==> src/rtl/hp_pkg.sv <==
package hp_pkg;
  localparam int GPE_PCI_BIT = 1;
  localparam int GPE_CPU_BIT = 2;
  localparam logic [7:0] GPE_IRQ_MASK = 8'h06;

  typedef enum logic [1:0] {
    SEL_NONE,
    SEL_MAP,
    SEL_GPE
  } hp_sel_e;
endpackage

==> src/rtl/hp_addr_dec.sv <==
module hp_addr_dec
  import hp_pkg::*;
#(
  parameter int ADDR_W = 16,
  parameter int MAP_BYTES = 32,
  parameter int GPE_LEN = 4,
  parameter logic [ADDR_W-1:0] MAP_BASE = 16'hAF00,
  parameter logic [ADDR_W-1:0] GPE_BASE = 16'hAFE0,
  localparam int MOFF_W = $clog2(MAP_BYTES),
  localparam int GOFF_W = $clog2(GPE_LEN)
) (
  input  logic [ADDR_W-1:0] addr_i,
  output hp_sel_e           sel_o,
  output logic [MOFF_W-1:0] map_off_o,
  output logic [GOFF_W-1:0] gpe_off_o
);
  // Both windows are naturally aligned to their size.
  logic in_map, in_gpe;
  assign in_map    = addr_i[ADDR_W-1:MOFF_W] == MAP_BASE[ADDR_W-1:MOFF_W];
  assign in_gpe    = addr_i[ADDR_W-1:GOFF_W] == GPE_BASE[ADDR_W-1:GOFF_W];
  assign map_off_o = addr_i[MOFF_W-1:0];
  assign gpe_off_o = addr_i[GOFF_W-1:0];

  always_comb begin
    if (in_map)      sel_o = SEL_MAP;
    else if (in_gpe) sel_o = SEL_GPE;
    else             sel_o = SEL_NONE;
  end
endmodule

==> src/rtl/hp_presence_map.sv <==
module hp_presence_map #(
  parameter int NUM_CPU = 256,
  parameter int ID_W = 9,
  localparam int IDX_W = $clog2(NUM_CPU),
  localparam int OFF_W = $clog2(NUM_CPU / 8)
) (
  input  logic               clk_i,
  input  logic               rst_ni,
  input  logic [NUM_CPU-1:0] preload_i,
  input  logic               plug_i,
  input  logic               unplug_i,
  input  logic [ID_W-1:0]    id_i,
  input  logic [OFF_W-1:0]   rd_off_i,
  output logic [7:0]         rd_byte_o,
  output logic               evt_ok_o,
  output logic               err_o
);
  logic [NUM_CPU-1:0] map_q;
  logic               loaded_q;
  logic               id_ok, any_evt;
  logic [IDX_W-1:0]   idx;

  assign id_ok    = {1'b0, id_i} < (ID_W + 1)'(NUM_CPU);
  assign any_evt  = plug_i | unplug_i;
  assign idx      = id_i[IDX_W-1:0];
  assign evt_ok_o = loaded_q & any_evt & id_ok;
  assign rd_byte_o = map_q[{rd_off_i, 3'b000} +: 8];

  always_ff @(posedge clk_i or negedge rst_ni) begin
    if (!rst_ni) begin
      loaded_q <= 1'b0;
      err_o    <= 1'b0;
    end else begin
      loaded_q <= 1'b1;
      err_o    <= any_evt & ~id_ok;
    end
  end

  for (genvar i = 0; i < NUM_CPU; i++) begin : g_bit
    always_ff @(posedge clk_i or negedge rst_ni) begin
      if (!rst_ni)                              map_q[i] <= 1'b0;
      else if (!loaded_q)                       map_q[i] <= preload_i[i];
      else if (evt_ok_o && idx == IDX_W'(i))    map_q[i] <= plug_i;
    end
  end

  a_r3_plug_sets: assert property (@(posedge clk_i) disable iff (!rst_ni)
    (loaded_q && plug_i && id_ok) |=> map_q[$past(idx)]);
  a_r3_unplug_clears: assert property (@(posedge clk_i) disable iff (!rst_ni)
    (loaded_q && unplug_i && id_ok) |=> !map_q[$past(idx)]);
  a_r3_exclusive: assert property (@(posedge clk_i) disable iff (!rst_ni)
    !(plug_i && unplug_i));
  a_r9_bad_id: assert property (@(posedge clk_i) disable iff (!rst_ni)
    (loaded_q && any_evt && !id_ok) |=> (err_o && $stable(map_q)));
endmodule

==> src/rtl/hp_gpe_regs.sv <==
module hp_gpe_regs
  import hp_pkg::*;
#(
  parameter int GPE_LEN = 4,
  localparam int GOFF_W = $clog2(GPE_LEN),
  localparam logic [GOFF_W-1:0] STS_OFF = '0,
  localparam logic [GOFF_W-1:0] EN_OFF = GOFF_W'(GPE_LEN / 2)
) (
  input  logic              clk_i,
  input  logic              rst_ni,
  input  logic              wr_i,
  input  logic [GOFF_W-1:0] off_i,
  input  logic [7:0]        wdata_i,
  input  logic              cpu_evt_i,
  input  logic              pci_evt_i,
  input  logic              pm_irq_i,
  output logic [7:0]        rd_byte_o,
  output logic              irq_o
);
  logic [7:0] sts_q, en_q, clr, set;

  assign clr = (wr_i && off_i == STS_OFF) ? wdata_i : 8'h00;

  always_comb begin
    set = 8'h00;
    set[GPE_CPU_BIT] = cpu_evt_i;
    set[GPE_PCI_BIT] = pci_evt_i;
  end

  always_ff @(posedge clk_i or negedge rst_ni) begin
    if (!rst_ni) begin
      sts_q <= 8'h00;
      en_q  <= 8'h00;
    end else begin
      sts_q <= (sts_q & ~clr) | set;  // set beats clear
      if (wr_i && off_i == EN_OFF) en_q <= wdata_i;
    end
  end

  always_comb begin
    if (off_i == STS_OFF)     rd_byte_o = sts_q;
    else if (off_i == EN_OFF) rd_byte_o = en_q;
    else                      rd_byte_o = 8'h00;
  end

  assign irq_o = (|(sts_q & en_q & GPE_IRQ_MASK)) | pm_irq_i;

  a_r5_cpu_evt_sets: assert property (@(posedge clk_i) disable iff (!rst_ni)
    cpu_evt_i |=> sts_q[GPE_CPU_BIT]);
  a_r7_pci_evt_sets: assert property (@(posedge clk_i) disable iff (!rst_ni)
    pci_evt_i |=> sts_q[GPE_PCI_BIT]);
  a_r6_w1c_clears: assert property (@(posedge clk_i) disable iff (!rst_ni)
    (wr_i && off_i == STS_OFF && wdata_i[GPE_CPU_BIT] && !cpu_evt_i) |=> !sts_q[GPE_CPU_BIT]);
  a_r8_pm_forces_irq: assert property (@(posedge clk_i) disable iff (!rst_ni)
    pm_irq_i |-> irq_o);
endmodule

==> src/rtl/cpu_hotplug_notifier.sv <==
module cpu_hotplug_notifier
  import hp_pkg::*;
#(
  parameter int ADDR_W = 16,
  parameter int NUM_CPU = 256,
  parameter int ID_W = 9,
  parameter int GPE_LEN = 4,
  parameter logic [ADDR_W-1:0] MAP_BASE = 16'hAF00,
  parameter logic [ADDR_W-1:0] GPE_BASE = 16'hAFE0,
  localparam int MAP_BYTES = NUM_CPU / 8,
  localparam int MOFF_W = $clog2(MAP_BYTES),
  localparam int GOFF_W = $clog2(GPE_LEN)
) (
  input  logic               clk_i,
  input  logic               rst_ni,
  input  logic               bus_req_i,
  input  logic               bus_we_i,
  input  logic [ADDR_W-1:0]  bus_addr_i,
  input  logic [7:0]         bus_wdata_i,
  output logic [7:0]         bus_rdata_o,
  output logic               bus_rvalid_o,
  input  logic [NUM_CPU-1:0] preload_i,
  input  logic               plug_i,
  input  logic               unplug_i,
  input  logic [ID_W-1:0]    cpu_id_i,
  input  logic               pci_evt_i,
  input  logic               pm_irq_i,
  output logic               irq_o,
  output logic               id_err_o
);
  hp_sel_e           sel;
  logic [MOFF_W-1:0] map_off;
  logic [GOFF_W-1:0] gpe_off;
  logic [7:0]        map_byte, gpe_byte;
  logic              cpu_evt, gpe_wr, rd_req;

  hp_addr_dec #(
    .ADDR_W(ADDR_W), .MAP_BYTES(MAP_BYTES), .GPE_LEN(GPE_LEN),
    .MAP_BASE(MAP_BASE), .GPE_BASE(GPE_BASE)
  ) i_dec (
    .addr_i(bus_addr_i), .sel_o(sel), .map_off_o(map_off), .gpe_off_o(gpe_off)
  );

  hp_presence_map #(.NUM_CPU(NUM_CPU), .ID_W(ID_W)) i_map (
    .clk_i, .rst_ni, .preload_i, .plug_i, .unplug_i,
    .id_i(cpu_id_i), .rd_off_i(map_off), .rd_byte_o(map_byte),
    .evt_ok_o(cpu_evt), .err_o(id_err_o)
  );

  assign gpe_wr = bus_req_i & bus_we_i & (sel == SEL_GPE);
  assign rd_req = bus_req_i & ~bus_we_i;

  hp_gpe_regs #(.GPE_LEN(GPE_LEN)) i_gpe (
    .clk_i, .rst_ni, .wr_i(gpe_wr), .off_i(gpe_off), .wdata_i(bus_wdata_i),
    .cpu_evt_i(cpu_evt), .pci_evt_i, .pm_irq_i,
    .rd_byte_o(gpe_byte), .irq_o
  );

  always_ff @(posedge clk_i or negedge rst_ni) begin
    if (!rst_ni) begin
      bus_rvalid_o <= 1'b0;
      bus_rdata_o  <= 8'h00;
    end else begin
      bus_rvalid_o <= rd_req;
      if (rd_req) begin
        unique case (sel)
          SEL_MAP: bus_rdata_o <= map_byte;
          SEL_GPE: bus_rdata_o <= gpe_byte;
          default: bus_rdata_o <= 8'h00;
        endcase
      end
    end
  end

  a_r2_read_answered: assert property (@(posedge clk_i) disable iff (!rst_ni)
    rd_req |=> bus_rvalid_o);
  a_r2_no_spurious_valid: assert property (@(posedge clk_i) disable iff (!rst_ni)
    !rd_req |=> !bus_rvalid_o);
endmodule

==> config.mk <==
export PLATFORM = sky130hd
export DESIGN_NAME = cpu_hotplug_notifier
export DESIGN_NICKNAME = d
export VERILOG_FILES = /design/src/rtl/hp_pkg.sv /design/src/rtl/hp_addr_dec.sv /design/src/rtl/hp_presence_map.sv /design/src/rtl/hp_gpe_regs.sv /design/src/rtl/cpu_hotplug_notifier.sv
export SDC_FILE = /design/constraint.sdc
export NUM_CORES = 1
export LEC_CHECK = 0
export ABC_CLOCK_PERIOD_IN_PS = 2000
export BUFFER_PORTS_ARGS = -buffer_cell sky130_fd_sc_hd__buf_2
export CAP_MARGIN = 30
export CELL_PAD_IN_SITES_DETAIL_PLACEMENT = 1
export CELL_PAD_IN_SITES_GLOBAL_PLACEMENT = 1
export CORE_MARGIN = 3
export CORE_UTILIZATION = 40
export CTS_CLUSTER_SIZE = 12
export DETAILED_ROUTE_END_ITERATION = 8
export GPL_TIMING_DRIVEN = 0
export MAX_ROUTING_LAYER = met4
export PLACE_DENSITY_LB_ADDON = 0.1
export SLEW_MARGIN = 10
export SYNTH_ARGS = -nofsm -noshare
export SYNTH_HDL_FRONTEND = slang
export SYNTH_HIERARCHICAL = 1
export SYNTH_SLANG_ARGS = --single-unit
==> constraint.sdc <==
create_clock -name clk_i -period 2 [get_ports clk_i]
set_input_delay 0.1 -clock clk_i [delete_from_list [all_inputs] [get_ports clk_i]]
set_output_delay 0.1 -clock clk_i [all_outputs]
set_load 0.1 [all_outputs]
# --- Word level (Yosys, flattened, before mapping) ---
# Cells that the tools add are included.
totals:
  register_bits: 283
  input_bits: 297
  output_inout_bits: 11
  wordCells: 1573
classes:
  order_cmp: 1
  n_eq_ne: 516
  n_shift: 1
  mux: 518
  bitwise: 14
  reduce_logical: 261
op_table:
  columns: ["cell", "count"]
  rows:
  - ["$eq 8x8->1 const B", 128]
  - ["$eq 8x7->1 const B", 64]
  - ["$mux 1", 512]
  - ["$ne 2x2->1 const B", 256]
  - ["$logic_and 1x1->1", 258]
  - ["$eq 8x6->1 const B", 32]
  - ["$shiftx 256x9->8", 1]
  - ["$eq 8x5->1 const B", 16]
  - ["$eq 8x4->1 const B", 8]
  - ["$eq 8x3->1 const B", 4]
  - ["$mux 8", 3]
  - ["$eq 8x2->1 const B", 2]
  - ["$pmux 8 s2", 1]
  - ["$eq 14x14->1 const B", 1]
  - ["$eq 11x11->1 const B", 1]
  - ["$lt 9x9->1 const B", 1]
  - ["$and 8x8->8", 1]
  - ["$eq 8x1->1 const B", 1]
  - ["$logic_not 8->1", 1]
  - ["$not 8->8", 1]
  - ["$or 8x3->8", 1]
  - ["$and 1x1->1", 6]
  - ["$eq 2x2->1 const B", 2]
  - ["$mux 2", 2]
  - ["other kinds (6)", 8]

# --- Logic depth before layout (Yosys ltp) ---
# Gate-level depths: netlist of run 1.
depth:
  word_depth: 10
  mapped_depth: 9
  mapped_depth_nobuf: 7

# --- Hierarchy ---
# The synthesis of run 1 kept the hierarchy.
by_module_without_submodules:
  columns: ["module", "n_inst", "cells_each", "area_each_um2", "seq_area_each_um2"]
  rows:
  - ["hp_presence_map", 1, 1732, 15182.1, 6456.2]
  - ["hp_gpe_regs", 1, 57, 744.5, 400.4]
  - ["cpu_hotplug_notifier", 1, 38, 450.4, 225.2]
  - ["hp_addr_dec", 1, 15, 115.1, 0.0]

# --- Least setup slack after synthesis of run 1 ---
# No wires, ideal clock.
synth_path:
  kind: "in2reg"
  from: "input bus_addr_i[2]"
  to: "register bus_rdata_o[6]"
  setup_time_ns: 0.124
  t_arrival_ns: 2.160
  t_required_ns: 1.876
  slack_ns: -0.283
  stages: 8
  n_path_buf: 3
  cell_sequence: "buf_4 clkbuf_1 buf_1 mux4_2 mux4_2 mux2_2 a22oi_1 o2bb2ai_1"
synth_between:
  elab_cells_between_ends: 7
  cone_classes: "eq/ne: 3; shift: 1; mux: 3"
synth_rtl:
  columns: ["element", "line_no", "rtl"]
  rows:
  - ["start: declaration", "cpu_hotplug_notifier.sv:18", "input logic [ADDR_W-1:0] bus_addr_i,"]
  - ["$shiftx 256x9->8", "hp_presence_map.sv:27", "assign rd_byte_o = map_q[{rd_off_i, 3'b000} +: 8];"]
  - ["via map_byte[6]", "cpu_hotplug_notifier.sv:34", "logic [7:0] map_byte, gpe_byte;"]
  - ["$pmux 8 s2", "cpu_hotplug_notifier.sv:66", "unique case (sel)"]
  - ["end signal: assignment", "cpu_hotplug_notifier.sv:67", "SEL_MAP: bus_rdata_o <= map_byte;"]
  - ["end signal: assignment", "cpu_hotplug_notifier.sv:68", "SEL_GPE: bus_rdata_o <= gpe_byte;"]
  - ["end: declaration", "cpu_hotplug_notifier.sv:20", "output logic [7:0] bus_rdata_o,"]
# The timed path passes the listed nets, and every way through them passes these cells.
# A chain may end at the register's enable or synchronous reset.

# --- Worst setup path after layout of run 1 ---
layout_path:
  from: "register i_map.map_q[230]"
  to: "register bus_rdata_o[6]"
layout_between:
  elab_chain_cells: 2
layout_rtl:
  columns: ["element", "line_no", "rtl"]
  rows:
  - ["start: declaration", "hp_presence_map.sv:18", "logic [NUM_CPU-1:0] map_q;"]
  - ["start signal: indexed assignment", "hp_presence_map.sv:42", "else if (!loaded_q) map_q[i] <= preload_i[i];"]
  - ["start signal: indexed assignment", "hp_presence_map.sv:43", "else if (evt_ok_o && idx == IDX_W'(i)) map_q[i] <= plug_i;"]
  - ["$shiftx 256x9->8", "hp_presence_map.sv:27", null]
  - ["via map_byte[6]", "cpu_hotplug_notifier.sv:34", null]
  - ["$pmux 8 s2", "cpu_hotplug_notifier.sv:66", null]
# The timed path passes the listed nets, and every way through them passes these cells.

==> results.toml, run 1 <==
[sta]
worstMarginPinSlew_ps = 1040
fin_crit_sh_pct = 112
slew_violations = 0
max_slew_margin_pct = 30.3
setup_ws_ps = -243
skew_ps = 12.0
rsz0062_at_grt = "true"
finalCriticalPeriod_ps = 2240
hold_violations = 0
finalSetupViolCount = 10
hold_ws_ps = 76.1
timing.fmax_mhz = 446

[synthesis]
synth_seq_cells = 283
synthSimpleGateAreaFrac_pct = 20.2
syn_avg_cell_area_sq_um = 8.95
yosys-mux-area-fraction_pct = 12.5
synth_compound_area_share_pct = 18.7
async_flop_share_pct = 100
synthAdderAreaFrac_pct = 0.228
ys_seq_area_share_pct = 42.9
ys_types = 48
synthCells = 1842
synth_area_sq_mm = 0.0165
synth_top_family_by_area = "simple AND/OR/NAND/NOR gates"
synth_xor_area_share_pct = 0
synth_edf_count = 0
ys.warnings.count = 6
syn_nets = 2142
ys.flop_type = "dfrtp_1"

[clocking]
insertion_delay_ps = 560
clockRootBuffer = "clkbuf_16"
cts_buffers = 36
clock_path_buffers = 3
clk_pin_slew_ps = 60
cts.htree.levels = 2
cts_sinks = 283
cts_tree = "built"

[layout]
layout.nets = 2786
syn2layout_area_growth_pct = 43.0
drive_gt1_share_pct = 25.4
fillers = 4624
post-route-cell-area_sq_mm = 0.0236
layout_common_cells = "nor2_1 (316), buf_2 (316), dfrtp_1 (279)"

[global_routing]
grt.total_usage_pct = 45.0
grt_pass1_wl_mm = 142
overflow = 0
grt_antenna_before_repair = 3
grt_pass1_vias = 21100
grt_max_degree = 104

[worst_hold_path]
hold_path.class = "primary input to flip-flop"

[setup_path]
cp.arrival_ps = 2680
cp_data_required_time_ps = 2430
endpoint_kind = "flip-flop"
crit_fanout = 2
crit_path_start_kind = "flip-flop"
worstSetupPathType = "flip-flop to flip-flop"

[run_status]
violations = "negative setup slack"
status = "complete, but fails checks"

[power]
switching_share_pct = 30.1
power.leakage_nw = 9.17
power_mw = 17.1
pwr-share-comb_pct = 20.2
p_per_area_mw_per_mm2 = 723
power_frac_seq_pct = 39.2
ir_worst_vdd_mv = 0.593
power.share.clock_pct = 40.6
p_int_mw = 11.9
p_switching_mw = 5.13

[placed_design]
pre_cts_slack_ps = -1010
place_area_sq_mm = 0.0189
place.gp.congestion = 1.02
dp_hpwl_mm = 66.5
io_buffers = 304

[route]
final_antenna_net_count = 0
post_drt_wl_per_cell_um = 32.1
first_pass_iters = 5
vias_per_cell = 6.61
first_iter_violations = 2378
wirelength_mm = 97.7
drc = 0
via_count = 20100

[job]
drv_cap = 0

[floorplanning]
io_pins = 308
core_sq_mm = 0.0402
die_w_um = 209
die_h_um = 209
row_count = 73
start_util_pct = 41.0
die-area_sq_mm = 0.0437
[power by group through the flow]
stage | logic, mW | registers [mW] | clock network (mW)
CTS | 3.23 | 6.63 | 6.94
global route | 3.61 | 6.67 | 7.17
floorplan | 1.50 | 6.44 | 0
finish | 3.45 | 6.69 | 6.92
detailed placement | 2.75 | 6.72 | 0
global placement | 2.66 | 6.71 | 0
[kinds of logic (layout without fill, tap and decap cells)]
| group | count (synthesis) | after routing |
|---|---|---|
| flops | 283 | 283 |
| fa+ha+maj | 3 | 3 |
| buf+inv | 214 | 884 |
| other cells | 1 | 3 |
| mux | 104 | 104 |
| simple gates | 700 | 700 |
| compound gates | 537 | 537 |
[state kept, by name, summed over array words and instances, names as in the netlist]
register        flops
i_gpe/en_q          8
i_map/map_q       256
i_gpe/sts_q         8
bus_rvalid_o        1
i_map/err_o         1
bus_rdata_o         8
i_map/loaded_q      1
[cell usage after synthesis, types with 2 or more instances]
cell type  number  area, sq um
inv_1           5         18.8
buf_6           4         45.0
a21boi_0        6         45.0
clkbuf_1      163          612
nor2b_1         5         31.3
ha_1            3         37.5
nor4b_2         4         60.1
buf_1          15         56.3
nand4_1         4         25.0
mux2i_1         8         80.1
nand4b_1        6         52.6
or4b_1          2         20.0
nand2b_1        5         31.3
and4_1          2         17.5
or3_1           2         12.5
or4_1           2         15.0
or4b_2          3         30.0
nand3_1       259         1300
nor3_1          4         20.0
a31oi_1       258         1610
nand4bb_1       6         67.6
nor4bb_1        6         60.1
o21ai_0       242         1210
a22oi_1         8         60.1
buf_2          13         65.1
dfrtp_1       283         7080
o2bb2ai_1       8         70.1
nor4_2          4         50.1
and4b_1         4         40.0
mux2_2         16          180
buf_4          14          105
mux4_2         80         1800
and2_1          2         12.5
o21ai_1        14         70.1
nand2_1        52          195
nor2_1        318         1190
[worst max-delay path, stage by stage (launching register included)]
cell,delay [ps]
dfrtp_2,460
mux4_2,580
mux4_2,540
mux2_4,300
a22oi_2,170
o2bb2ai_1,80
[what timing repair did]
action / 4_1_cts / 5_1_grt
pin swaps: 7 / 10
hold buffers: 269 / 0
gates resized for setup: 106 / 121
setup buffers: 12 / 18
hold endpoints to repair: 489 / 0
setup endpoints to repair: 262 / 246
[per-stage QoR]
step	setup TNS [ps]	instances	util, %
2_1_floorplan	-23.7	1842	-
3_3_place_gp	-1516300	2671	46.7
3_5_place_dp	-167380	2678	47.1
4_1_cts	-1410	3020	57.9
5_1_grt	-2140	3039	58.7
6_report	-1640	3039	58.7
[cell type report]
class                           count  area (sq um)  share of cell area (%)
Antenna cell                        2          5.00                  0.0212
Buffer                            205          1240                    5.27
Clock buffer                       53          1110                    4.69
Clock inverter                     11           133                   0.562
Inverter                            5          18.8                  0.0796
Multi-Input combinational cell   1345          8710                    36.9
Sequential cell                   283          7090                    30.0
Tap cell                          525           657                    2.79
Timing Repair Buffer              610          4630                    19.6
[final timing paths]
path / startpoint / to / slack, ps / cells past startpoint
setup / recovery: i_map/map_q[230] / bus_rdata_o[6] / -240 / 5
max in group asynchronous: rst_ni / i_map/map_q[231] / 900 / 4
hold reg to reg: bus_rdata_o[3] / bus_rdata_o[3] / 500 / 1
hold / removal: bus_req_i / bus_rdata_o[0] / 80 / 4
setup reg to reg: i_map/map_q[230] / bus_rdata_o[6] / -240 / 5
min in group asynchronous: rst_ni / i_map/map_q[6] / 190 / 3
[layer usage]
metal  global-route usage (%)  part of all wire (%)
met1                     56.8                    38
met2                     68.8                    45
met3                     8.65                    10
met4                     24.4                   7.1
met5                        -                     0
(Power assumes the default switching activity.)
==> inputs of run 2 (changes only) <==
ABC_CLOCK_PERIOD_IN_PS = 2480   (was 2000)
clock period = 2.48 ns   (was 2 ns; I/O delays follow)
==> results.toml, run 2 (synthesis gave the netlist of run 1 again) <==
[clocking]
cts_sinks = 283
insertion_delay_ps = 560
clock_path_buffers = 3
cts.htree.levels = 2
cts_tree = "built"
clk_pin_slew_ps = 60
clockRootBuffer = "clkbuf_16"
cts_buffers = 35

[sta]
hold_ws_ps = 15.9
rsz0062_at_grt = "false"
max_slew_margin_pct = 30.4
skew_ps = 11.1
fin_crit_sh_pct = 97.0
finalCriticalPeriod_ps = 2410
worstMarginPinSlew_ps = 1040
slew_violations = 0
hold_violations = 0
timing.fmax_mhz = 415
finalSetupViolCount = 0

[floorplanning]
die_w_um = 209
row_count = 73
start_util_pct = 41.0
die_h_um = 209
die-area_sq_mm = 0.0437
core_sq_mm = 0.0402
io_pins = 308

[layout]
final_common_cell = "nor2_1"
largest_reg_flops = 256
layout.nets = 2757
largest_register = "i_map/map_q"
drive_gt1_share_pct = 21.8
syn2layout_area_growth_pct = 38.4
finalNonFillerCells = 3010
layout_common_cells = "nor2_1 (318), buf_2 (317), dfrtp_1 (283)"

[route]
post_drt_wl_per_cell_um = 31.6
final_antenna_net_count = 0
wirelength_mm = 95.1
drc = 0
first_iter_violations = 2460
vias_per_cell = 6.57
via_count = 19800
first_pass_iters = 6

[setup_path]
endpoint_kind = "flip-flop"
cp_data_required_time_ps = 2940
crit_fanout = 10
reg2reg_from = "i_map/loaded_q"
worstSetupPathType = "flip-flop to flip-flop"
cp.arrival_ps = 2870
reg2reg_setup_slack_ps = 70
ff2ff_path_depth = 8
crit_path_start_kind = "flip-flop"
worstReg2RegEnd = "i_map/map_q[9]"

[worst_hold_path]
whs_endpoint = "bus_rdata_o[6]"
min_path_cells = 4
hold_path.class = "primary input to flip-flop"
min_from = "bus_we_i"

[global_routing]
grt_max_degree = 106
grt_pass1_vias = 20700
grt_antenna_before_repair = 4
overflow = 0
grt_pass1_wl_mm = 138
grt.total_usage_pct = 43.7

[placed_design]
place.gp.congestion = 0.984
dp.cells = 2681
io_buffers = 304
dp_hpwl_mm = 66.2

[job]
drv_cap = 0

[power]
power.leakage_nw = 8.74
ir_worst_vdd_mv = 0.343
p_per_area_mw_per_mm2 = 590

[run_status]
status = "finished clean"
-- run 2: cell count changes in the layout (fill, tap and decap cells not counted), sizes merged --
cell,delta
buf,-40
clkbuf,+11
clkdlybuf4s15,+2
clkinvlp,-1
diode,+1
dlygate4sd3,-2
-- run 2: worst max-delay path by stage --
stage | end | slack (ps) | cells past startpoint | start
floorplan | bus_rdata_o[6] | 170 | 8 | bus_addr_i[2]
global placement | i_map/map_q[120] | -4400 | 1 | rst_ni
detailed placement | bus_rdata_o[6] | -890 | 9 | bus_addr_i[2]
CTS | i_map/map_q[219] | 20 | 8 | i_map/loaded_q
global route | i_map/map_q[10] | 4 | 8 | i_map/loaded_q
finish | i_map/map_q[9] | 70 | 8 | i_map/loaded_q
-- run 2: where the power goes --
part	switching, mW	leakage, nW	internal [mW]
Sequential	0.368	3.21	5.00
Clock	2.18	0.586	3.25
Combinational	1.52	4.94	1.16
-- run 2: layout make-up --
cell class	count	area, sq um
clock inverters	10	125
multi-input cells	1345	8590
well taps	525	657
repair buffers	581	4360
flip-flops and latches	283	7080
clock buffers	52	1050
plain buffers	206	936
inverters	5	18.8
fillers	4712	17400
diodes	3	7.51
-- run 2: worst max-delay path, stage by stage (launching register included) --
cell and delay [ps]:
dfrtp_1 320, buf_4 220, nand2b_1 70, buf_2 220, nor3_4 380, clkbuf_4 360
buf_2 340, nand3_1 150, a31oi_1 240
-- run 2: through the flow --
step / cell area (sq um) / utilization, % / setup WS, ps / total power [mW] / TNS [ps]
3_3_place_gp: 18700 / 46.5 / -4400 / 7.52 / -1281450
6_report: 22800 / 56.8 / 73.2 / 13.5 / 0
3_5_place_dp: 18800 / 46.9 / -890 / 7.60 / -46780
5_1_grt: 22800 / 56.8 / 4.30 / 13.8 / 0
4_1_cts: 22800 / 56.7 / 17.5 / 13.3 / 0
2_1_floorplan: 16500 / - / 173 / 6.39 / 0
-- run 2: timing repair --
| item | in CTS | in global routing |
|---|---|---|
| buffers inserted | 0 | 0 |
| gates resized for setup | 38 | 18 |
| endpoints found under the setup margin | 204 | 91 |
| cloned | 0 | 0 |
| pin swaps | 1 | 0 |
| endpoints found under the hold margin | 359 | 0 |
| hold buffers | 267 | 0 |
-- run 2: routing by layer --
layer / GRT usage, % / wire length [um] / share of wire [%]
met1: 54.7 / 35500 / 37
met2: 67.0 / 43400 / 46
met3: 9.77 / 10100 / 11
met4: 22.3 / 6040 / 6.3
met5: - / 0 / 0
==> inputs of run 3 (changes only) <==
ABC_AREA = 1   (was unset)
SETUP_SLACK_MARGIN = 0.3   (was unset)
==> results.toml, run 3 <==
[route]
via_count = 23300
vias_per_cell = 6.42
first_iter_violations = 3168
wirelength_mm = 112
drc = 0
post_drt_wl_per_cell_um = 30.9
first_pass_iters = 6
final_antenna_net_count = 0

[placed_design]
place_area_sq_mm = 0.0191
io_buffers = 305
pre_cts_slack_ps = -540
dp.cells = 3256
dp_hpwl_mm = 69.7
place.gp.congestion = 1.04

[synthesis]
ys_seq_area_share_pct = 42.2
synth.area.top_cells = "dfrtp_1 (42%), nand2_1 (22%), nand3_1 (18%)"
yosysMostFrequentCell = "nand2_1"
ys.warnings.count = 6
ys_types = 26
synthCells = 2415
synth_area_sq_mm = 0.0168
synth_xor_area_share_pct = 0
synth_edf_count = 0
synthAdderAreaFrac_pct = 0.224
syn_nets = 2715
synth_compound_area_share_pct = 8.57
synthSimpleGateAreaFrac_pct = 42.6
synthTopCellsByCount = "nand2_1 (995), nand3_1 (612), dfrtp_1 (283)"
ys.flop_type = "dfrtp_1"
syn_avg_cell_area_sq_um = 6.95
async_flop_share_pct = 100
synth_top_family_by_area = "simple AND/OR/NAND/NOR gates"
yosys.area.top_type = "dfrtp_1"
synth_top_area_share_pct = 42.2
synth_seq_cells = 283
yosys-mux-area-fraction_pct = 0

[setup_path]
crit_chain = "buf_6 -> inv_2 -> nor3_4 -> nand2_2 -> nor2_2 -> clkbuf_4 -> nand2_1 -> nand3_1 -> nand3_1"
crit_path_start_kind = "flip-flop"
critPathTopFamily = "simple AND/OR/NAND/NOR gates"
cp.arrival_ps = 2790
endpoint_kind = "flip-flop"
crit_path_max_incr_delay_ps = 350
critPathBufInv = 3
cp_slowest_cell = "dfrtp_1"
cp_data_required_time_ps = 2890
path_common_cell = "nand3_1"
worstSetupPathType = "flip-flop to flip-flop"
crit_fanout = 10

[sta]
skew_ps = 22.1
hold_violations = 0
fin_crit_sh_pct = 96.0
hold_ws_ps = 47.3
timing.fmax_mhz = 420
slew_violations = 0
finalCriticalPeriod_ps = 2380
worstMarginPinSlew_ps = 1000
rsz0062_at_grt = "true"
max_slew_margin_pct = 33.1
setup_ws_ps = 100
finalSetupViolCount = 0
setup_tns_ps = 0

[layout]
post-route-cell-area_sq_mm = 0.0234
layout_common_cells = "nand2_1 (994), nand3_1 (612), buf_2 (316)"
fillers = 5208
finalNonFillerCells = 3622
largest_reg_flops = 256
final_common_cell = "nand2_1"
largest_register = "i_map/map_q"
drive_gt1_share_pct = 16.1
syn2layout_area_growth_pct = 39.4
layout.nets = 3354
final_core_util_pct = 56.9

[clocking]
cts_buffers = 37
clk_pin_slew_ps = 60
cts.htree.levels = 2
cts_sinks = 283
clock_path_buffers = 3
cts_tree = "built"
insertion_delay_ps = 580
clockRootBuffer = "clkbuf_16"

[global_routing]
grt_antenna_before_repair = 8
grt_pass1_wl_mm = 159
grt.total_usage_pct = 49.8
grt_max_degree = 104
overflow = 0
grt_pass1_vias = 24300

[job]
drv_cap = 0

[power]
ir_worst_vdd_mv = 0.522
power.leakage_nw = 10.7
p_per_area_mw_per_mm2 = 594
power_mw = 13.9

[floorplanning]
row_count = 74
die-area_sq_mm = 0.0445
start_util_pct = 40.8
die_w_um = 211
die_h_um = 211
io_pins = 308
core_sq_mm = 0.0411

[worst_hold_path]
hold_path.class = "primary input to flip-flop"

[run_status]
status = "finished clean"
run 3: changes by cell type after synthesis, sizes merged, moves of 27 or more:
cell    change
mux4       -80
nand3     +354
o211ai    +181
inv        +54
o21ai     -244
a31oi     -258
clkbuf     -35
buf        +27
nor2      -259
nand2     +945
run 3: worst paths after layout:
| kind | from | endpoint | slack [ps] | cells after the start |
|---|---|---|---|---|
| worst max register to register | i_map/loaded_q | i_map/map_q[146] | 100 | 9 |
| worst min register to register | i_gpe/en_q[4] | i_gpe/en_q[4] | 500 | 2 |
| worst min-delay path | bus_addr_i[0] | i_gpe/en_q[5] | 50 | 5 |
| max in group asynchronous | rst_ni | i_map/map_q[61] | 1230 | 4 |
| min in group asynchronous | rst_ni | i_map/map_q[145] | 70 | 2 |
| worst max-delay path | i_map/loaded_q | i_map/map_q[146] | 100 | 9 |
run 3: repair_timing:
| item | in CTS | in global routing |
|---|---|---|
| gates resized for setup | 41 | 54 |
| endpoints found under the setup margin | 191 | 214 |
| setup buffers | 16 | 0 |
| hold buffers | 274 | 0 |
| pin swaps | 12 | 0 |
| hold endpoints to repair | 488 | 0 |
run 3: kinds of logic (layout without fill, tap and decap cells):
logic type	Yosys count	in the layout
AND/OR/NAND/NOR	1672	1672
flip-flops	283	283
other	1	12
adder cells (fa/ha/maj)	3	3
AO/OA/AOI/OAI	196	196
buffers and inverters	260	924
run 3: per-layer routing:
| metal | global-route usage (%) | vias up | wire length, um |
|---|---|---|---|
| li1 | - | 9361 | - |
| met1 | 59.8 | 11300 | 40400 |
| met2 | 75.9 | 1992 | 49900 |
| met3 | 13.6 | 604 | 14000 |
| met4 | 27.8 | 0 | 7590 |
| met5 | - | - | 0 |
run 3: tightest hold or removal path, cell delays in order:
cell and delay (ps):
buf_4 120, nor2_4 80, nand2_4 120, nand2_1 70, nand2_1 60
run 3: where the power goes:
| part | internal, mW | switching (mW) |
|---|---|---|
| combinational | 0.995 | 1.70 |
| clock | 3.34 | 2.41 |
| sequential | 4.99 | 0.449 |
run 3: final cells by class:
type | count | area, sq um | share of cell area (%)
Multi-Input combinational cell | 1872 | 8710 | 37.2
Sequential cell | 283 | 7080 | 30.3
Timing Repair Buffer | 600 | 4500 | 19.2
Clock buffer | 51 | 1110 | 4.75
Buffer | 201 | 946 | 4.04
Tap cell | 532 | 666 | 2.84
Inverter | 59 | 224 | 0.957
Clock inverter | 13 | 130 | 0.556
Antenna cell | 11 | 27.5 | 0.118
